File: src/rtl/irq_chain_node.sv
module irq_chain_node #(
  parameter int LEVELS = 7,
  parameter int CNT_W  = 16,
  parameter int DATA_W = 16
) (
  input  logic              clk,
  input  logic              rst_n,
  input  logic              trig_in,
  input  logic              cnt_tick,
  input  logic              wr_en,
  input  logic [1:0]        wr_addr,
  input  logic [DATA_W-1:0] wr_data,
  input  logic [2:0]        ack_lvl,
  input  logic              iack_in_n,
  output logic [LEVELS-1:0] irq_n,
  output logic              iack_out_n,
  output logic [7:0]        vec_data,
  output logic              vec_valid,
  output logic              ack_n,
  output logic              pending,
  output logic              overflow
);
  localparam int LW = 3;

  typedef enum logic [1:0] {ST_IDLE, ST_RESP, ST_PASS} ack_st_t;

  logic [LW-1:0]    level_q;
  logic [7:0]       vec_q;
  logic [CNT_W-1:0] preset_q, cnt_q, cnt_nxt;
  logic             pend_q, ovf_q, trig_q;
  ack_st_t          st_q;

  wire wr_lvl = wr_en && (wr_addr == 2'd0);
  wire wr_vec = wr_en && (wr_addr == 2'd1);
  wire wr_pre = wr_en && (wr_addr == 2'd2);
  wire wr_clr = wr_en && (wr_addr == 2'd3);

  assign cnt_nxt = cnt_q + 1'b1;
  wire cnt_on  = cnt_tick && (preset_q != '0);
  wire cnt_hit = cnt_on && (cnt_nxt == preset_q);
  wire trig_ev = trig_in && !trig_q;
  wire event_p = trig_ev || cnt_hit;
  wire match   = pend_q && (level_q != '0) && (ack_lvl == level_q);

  always_ff @(posedge clk) begin
    if (!rst_n) begin
      level_q  <= '0;
      vec_q    <= '0;
      preset_q <= '0;
    end else begin
      if (wr_lvl) level_q  <= wr_data[LW-1:0];
      if (wr_vec) vec_q    <= wr_data[7:0];
      if (wr_pre) preset_q <= wr_data[CNT_W-1:0];
    end
  end

  always_ff @(posedge clk) begin
    if (!rst_n) begin
      cnt_q  <= '0;
      trig_q <= 1'b0;
    end else begin
      trig_q <= trig_in;
      if (wr_pre)      cnt_q <= '0;
      else if (cnt_on) cnt_q <= cnt_hit ? '0 : cnt_nxt;
    end
  end

  always_ff @(posedge clk) begin
    if (!rst_n) begin
      pend_q <= 1'b0;
      ovf_q  <= 1'b0;
    end else begin
      if (event_p)     pend_q <= 1'b1;
      else if (wr_clr) pend_q <= 1'b0;
      if (wr_clr)                 ovf_q <= 1'b0;
      else if (event_p && pend_q) ovf_q <= 1'b1;
    end
  end

  always_ff @(posedge clk) begin
    if (!rst_n) st_q <= ST_IDLE;
    else begin
      case (st_q)
        ST_IDLE: if (!iack_in_n) st_q <= match ? ST_RESP : ST_PASS;
        default: if (iack_in_n)  st_q <= ST_IDLE;
      endcase
    end
  end

  for (genvar i = 0; i < LEVELS; i++) begin : g_req
    assign irq_n[i] = !(pend_q && (level_q == LW'(i + 1)));
  end

  assign iack_out_n = (st_q != ST_PASS);
  assign vec_valid  = (st_q == ST_RESP);
  assign ack_n      = !vec_valid;
  assign vec_data   = vec_valid ? vec_q : 8'h00;
  assign pending    = pend_q;
  assign overflow   = ovf_q;

  p_one_line_r2: assert property (@(posedge clk) disable iff (!rst_n)
    $onehot0(~irq_n));

  p_line_needs_pend_r2: assert property (@(posedge clk) disable iff (!rst_n)
    !pending |-> (&irq_n));

  p_resp_or_pass_r4: assert property (@(posedge clk) disable iff (!rst_n)
    !(vec_valid && !iack_out_n));

  p_release_r5: assert property (@(posedge clk) disable iff (!rst_n)
    iack_in_n |=> (iack_out_n && !vec_valid));

  p_pass_r5: assert property (@(posedge clk) disable iff (!rst_n)
    (!iack_in_n && iack_out_n && !vec_valid && !match) |=> !iack_out_n);

  p_hold_r6: assert property (@(posedge clk) disable iff (!rst_n)
    (pending && !wr_clr) |=> pending);

  p_no_overflow_r7: assert property (@(posedge clk) disable iff (!rst_n)
    $rose(overflow) |-> $past(pending));
endmodule

File: config.mk
export PLATFORM = sky130hd
export DESIGN_NAME = irq_chain_node
export DESIGN_NICKNAME = d
export VERILOG_FILES = /design/src/rtl/irq_chain_node.sv
export SDC_FILE = /design/constraint.sdc
export NUM_CORES = 1
export LEC_CHECK = 0
export BUFFER_PORTS_ARGS = -buffer_cell sky130_fd_sc_hd__buf_2
export CAP_MARGIN = 10
export CORE_ASPECT_RATIO = 0.9
export CORE_MARGIN = 10
export CORE_UTILIZATION = 40
export CTS_BUF_LIST = sky130_fd_sc_hd__clkbuf_4 sky130_fd_sc_hd__clkbuf_8
export CTS_CLUSTER_SIZE = 30
export DETAILED_ROUTE_END_ITERATION = 7
export PLACE_DENSITY_LB_ADDON = 0.25
export SYNTH_ARGS = -nofsm -noshare
export SYNTH_HDL_FRONTEND = slang
export SYNTH_SLANG_ARGS = --single-unit
File: constraint.sdc
create_clock -name clk -period 2.8 [get_ports clk]
set_clock_uncertainty 0.05 [all_clocks]
set_input_delay 0.56 -clock clk [delete_from_list [all_inputs] [get_ports clk]]
set_output_delay 0.56 -clock clk [all_outputs]
set_load 0.005 [all_outputs]
==> out/metrics.yaml <==
routing:
  drtAntennaViolNets: 0
  drt_pass1_iterations: 4
  drt-vias-per-instance: 5.41
  drtIter0Drc: 103
  post-route-drc-count: 0
  routedWlPerCell_um: 15.4
  route.vias.total: 2532
  wirelength_mm: 7.23
clock_network:
  clkTransAtPathRegs_ps: 100
  htreeDepth: 2
  clk_path_buf_depth: 2
  cts_setup_buffers: 0
  clk_latency_ps: 310
  cts.sinks: 48
  cts_tree: "done"
  root_buffer: "clkbuf_8"
  cts_made_buffers: 5
worst_setup_path:
  critPathArrivalTime_ps: 2760
  path_cells: "ha_2 -> nand3_2 -> nor4_1 -> a21boi_0 -> nor4_2 -> o2111ai_2 -> buf_4 -> o21ai_2 -> o21ai_1"
  slowest_stage: "dfxtp_1"
  worstPathRequired_ps: 2970
  path_class: "reg2reg"
  cp_max_fo: 7
  cpPeakStageDelay_ps: 440
  critPathCaptureType: "register"
  crit_path_start_kind: "register"
worst_hold_path:
  hold_path_class: "reg2reg"
run_status:
  status: "complete, no violations"
sta:
  setup_violations: 0
  maxClockFrequency_ghz: 0.385
  timing.hold.ws_ps: 428
  tightest_slew_ps: 613
  setup_tns_ps: 0
  slew-limit-headroom_pct: 59.1
  hold_violations: 0
  rsz0062_at_grt: "no"
  fin_crit_ps: 2600
  drv_slew: 0
  fin_crit_sh_pct: 92.8
grt:
  grt_overflow: 0
  grt_first_pass_wirelength_mm: 12.3
  grt_pass1_vias: 2507
  grt_max_degree: 28
  groute.usage.overall_pct: 13.6
  antenna_found_initial: 0
power_and_ir_drop:
  powerDensity_nw_per_um2: 482
  clockPowerShare_pct: 43.8
  p_seq_share_pct: 45.0
  max-vdd-ir-drop_uv: 213
  p_int_mw: 1.23
  p_sw_mw: 0.377
  p_sw_share_pct: 23.5
  p_leak_nw: 1.29
  p_comb_share_pct: 11.2
  total_power_mw: 1.61
yosys:
  yosysSeqAreaShare_pct: 32.9
  syn-cell-area_um2: 2920
  synthDistinctLibCells: 60
  synth_cells: 336
  synth_area_leaders: "dfxtp_1, nand2_1, xnor2_1"
  synth_top_area_share_pct: 32.9
  synth_top_flop_cell: "dfxtp_1"
  syn_area_per_cell_um2: 8.70
  ys_top_cells_by_count: "nand2_1, dfxtp_1, xnor2_1"
  synth_most_common_cell: "nand2_1"
  synth.largest_area_cell: "dfxtp_1"
  synthArstFlopShare_pct: 0
  ys_seq_elements: 48
  synth_edf_count: 0
  yosys_warnings: 0
  synth_fp_nets: 364
floorplanning:
  core_um2: 7080
  rows: 29
  start_util_pct: 41.3
  fp.dieW_um: 110
  die_y_um: 101
  dieArea_um2: 11100
  io_pins: 47
layout:
  diodes: 0
  drive_gt1_share_pct: 24.0
  layout.nets: 402
  fin_util_pct: 47.1
  syn_to_final_growth_pct: 14.0
placed_design:
  dp_hpwl_mm: 5.53
  gp_congestion: 0.866
  io_buffer_count: 46
flow_run:
  cap_violations: 0
-- layout make-up --
type	count	area, µm²
clock buffers	5	68.8
clock inverters	3	90.1
fillers	728	3740
inverters	7	26.3
multi-input cells	260	1790
flip-flops and latches	48	961
well taps	93	116
repair buffers	52	275
-- power groups by stage --
| stage | clock network (mW) | logic (mW) | registers, mW |
|---|---|---|---|
| global route | 0.742 | 0.202 | 0.727 |
| CTS | 0.721 | 0.181 | 0.723 |
| finish | 0.703 | 0.180 | 0.723 |
| detailed placement | 0 | 0.180 | 0.739 |
| global placement | 0 | 0.178 | 0.738 |
| floorplan | 0 | 0.123 | 0.735 |
-- metrics by stage --
stage	area [µm²]	setup slack [ps]	std cells
final	3330	203	468
after global routing	3330	38.8	468
after CTS	3330	181	468
after detailed placement	3170	214	460
after global placement	3170	299	460
after floorplan	2920	510	336
-- cell usage in the layout (no fill, tap or decap), drive strengths merged, types with 3 or more instances in the layout --
| master | netlist | layout |
|---|---|---|
| a21boi | 20 | 20 |
| a21oi | 3 | 3 |
| and2 | 10 | 10 |
| and3 | 6 | 6 |
| buf | 7 | 52 |
| bufinv | 0 | 3 |
| clkbuf | 14 | 5 |
| dfxtp | 48 | 48 |
| inv | 7 | 7 |
| mux2i | 11 | 11 |
| nand2 | 53 | 53 |
| nand2b | 3 | 3 |
| nand3 | 23 | 23 |
| nand4 | 5 | 5 |
| nor2 | 15 | 15 |
| nor2b | 15 | 15 |
| nor3 | 5 | 5 |
| nor4 | 13 | 13 |
| o21ai | 16 | 16 |
| xnor2 | 22 | 22 |
| xor2 | 7 | 7 |
-- flip-flops by register name, summed over array words and instances, names as in the netlist --
signal and cells:
cnt_q 16, preset_q 16, vec_q 8, level_q 3, st_q 2, overflow 1, pending 1, trig_q 1
-- worst max-delay path: cells and delay by family, from the launching register on --
kind	cells	cell delay [ps]
AO/OA/AOI/OAI	4	590
buffers and inverters	1	280
adder cells (fa/ha/maj)	1	300
AND/OR/NAND/NOR	3	850
flip-flops	1	440
-- repair_timing --
item | CTS | global route
hold buffers | 0 | 0
endpoints found under the setup margin | 0 | 2
gates resized for setup | 0 | 1
-- path summary, 6_finish.rpt --
path	start	depth (start not counted)	slack [ps]	end
worst max-delay path	cnt_q[1]	9	200	cnt_q[9]
worst min-delay path	overflow	2	430	overflow
worst max register to register	cnt_q[1]	9	200	cnt_q[9]
worst min register to register	overflow	2	430	overflow
-- logic make-up (layout without fill, tap and decap cells) --
| group | Yosys count | in the layout | synth area share (%) |
|---|---|---|---|
| compound gates | 56 | 56 | 16.1 |
| xor+xnor | 29 | 29 | 8.69 |
| buf+inv | 28 | 67 | 5.82 |
| flops | 48 | 48 | 32.9 |
| fa+ha+maj | 1 | 1 | 0.428 |
| mux | 11 | 11 | 3.77 |
| simple gates | 163 | 163 | 32.3 |
-- layer usage --
layer / GRT usage [%] / wire length, µm
met5: 0 / 0
met4: 4.44 / 102
met3: 2.88 / 450
met2: 21.9 / 3330
met1: 17.6 / 3350
(Power assumes the default switching activity.)
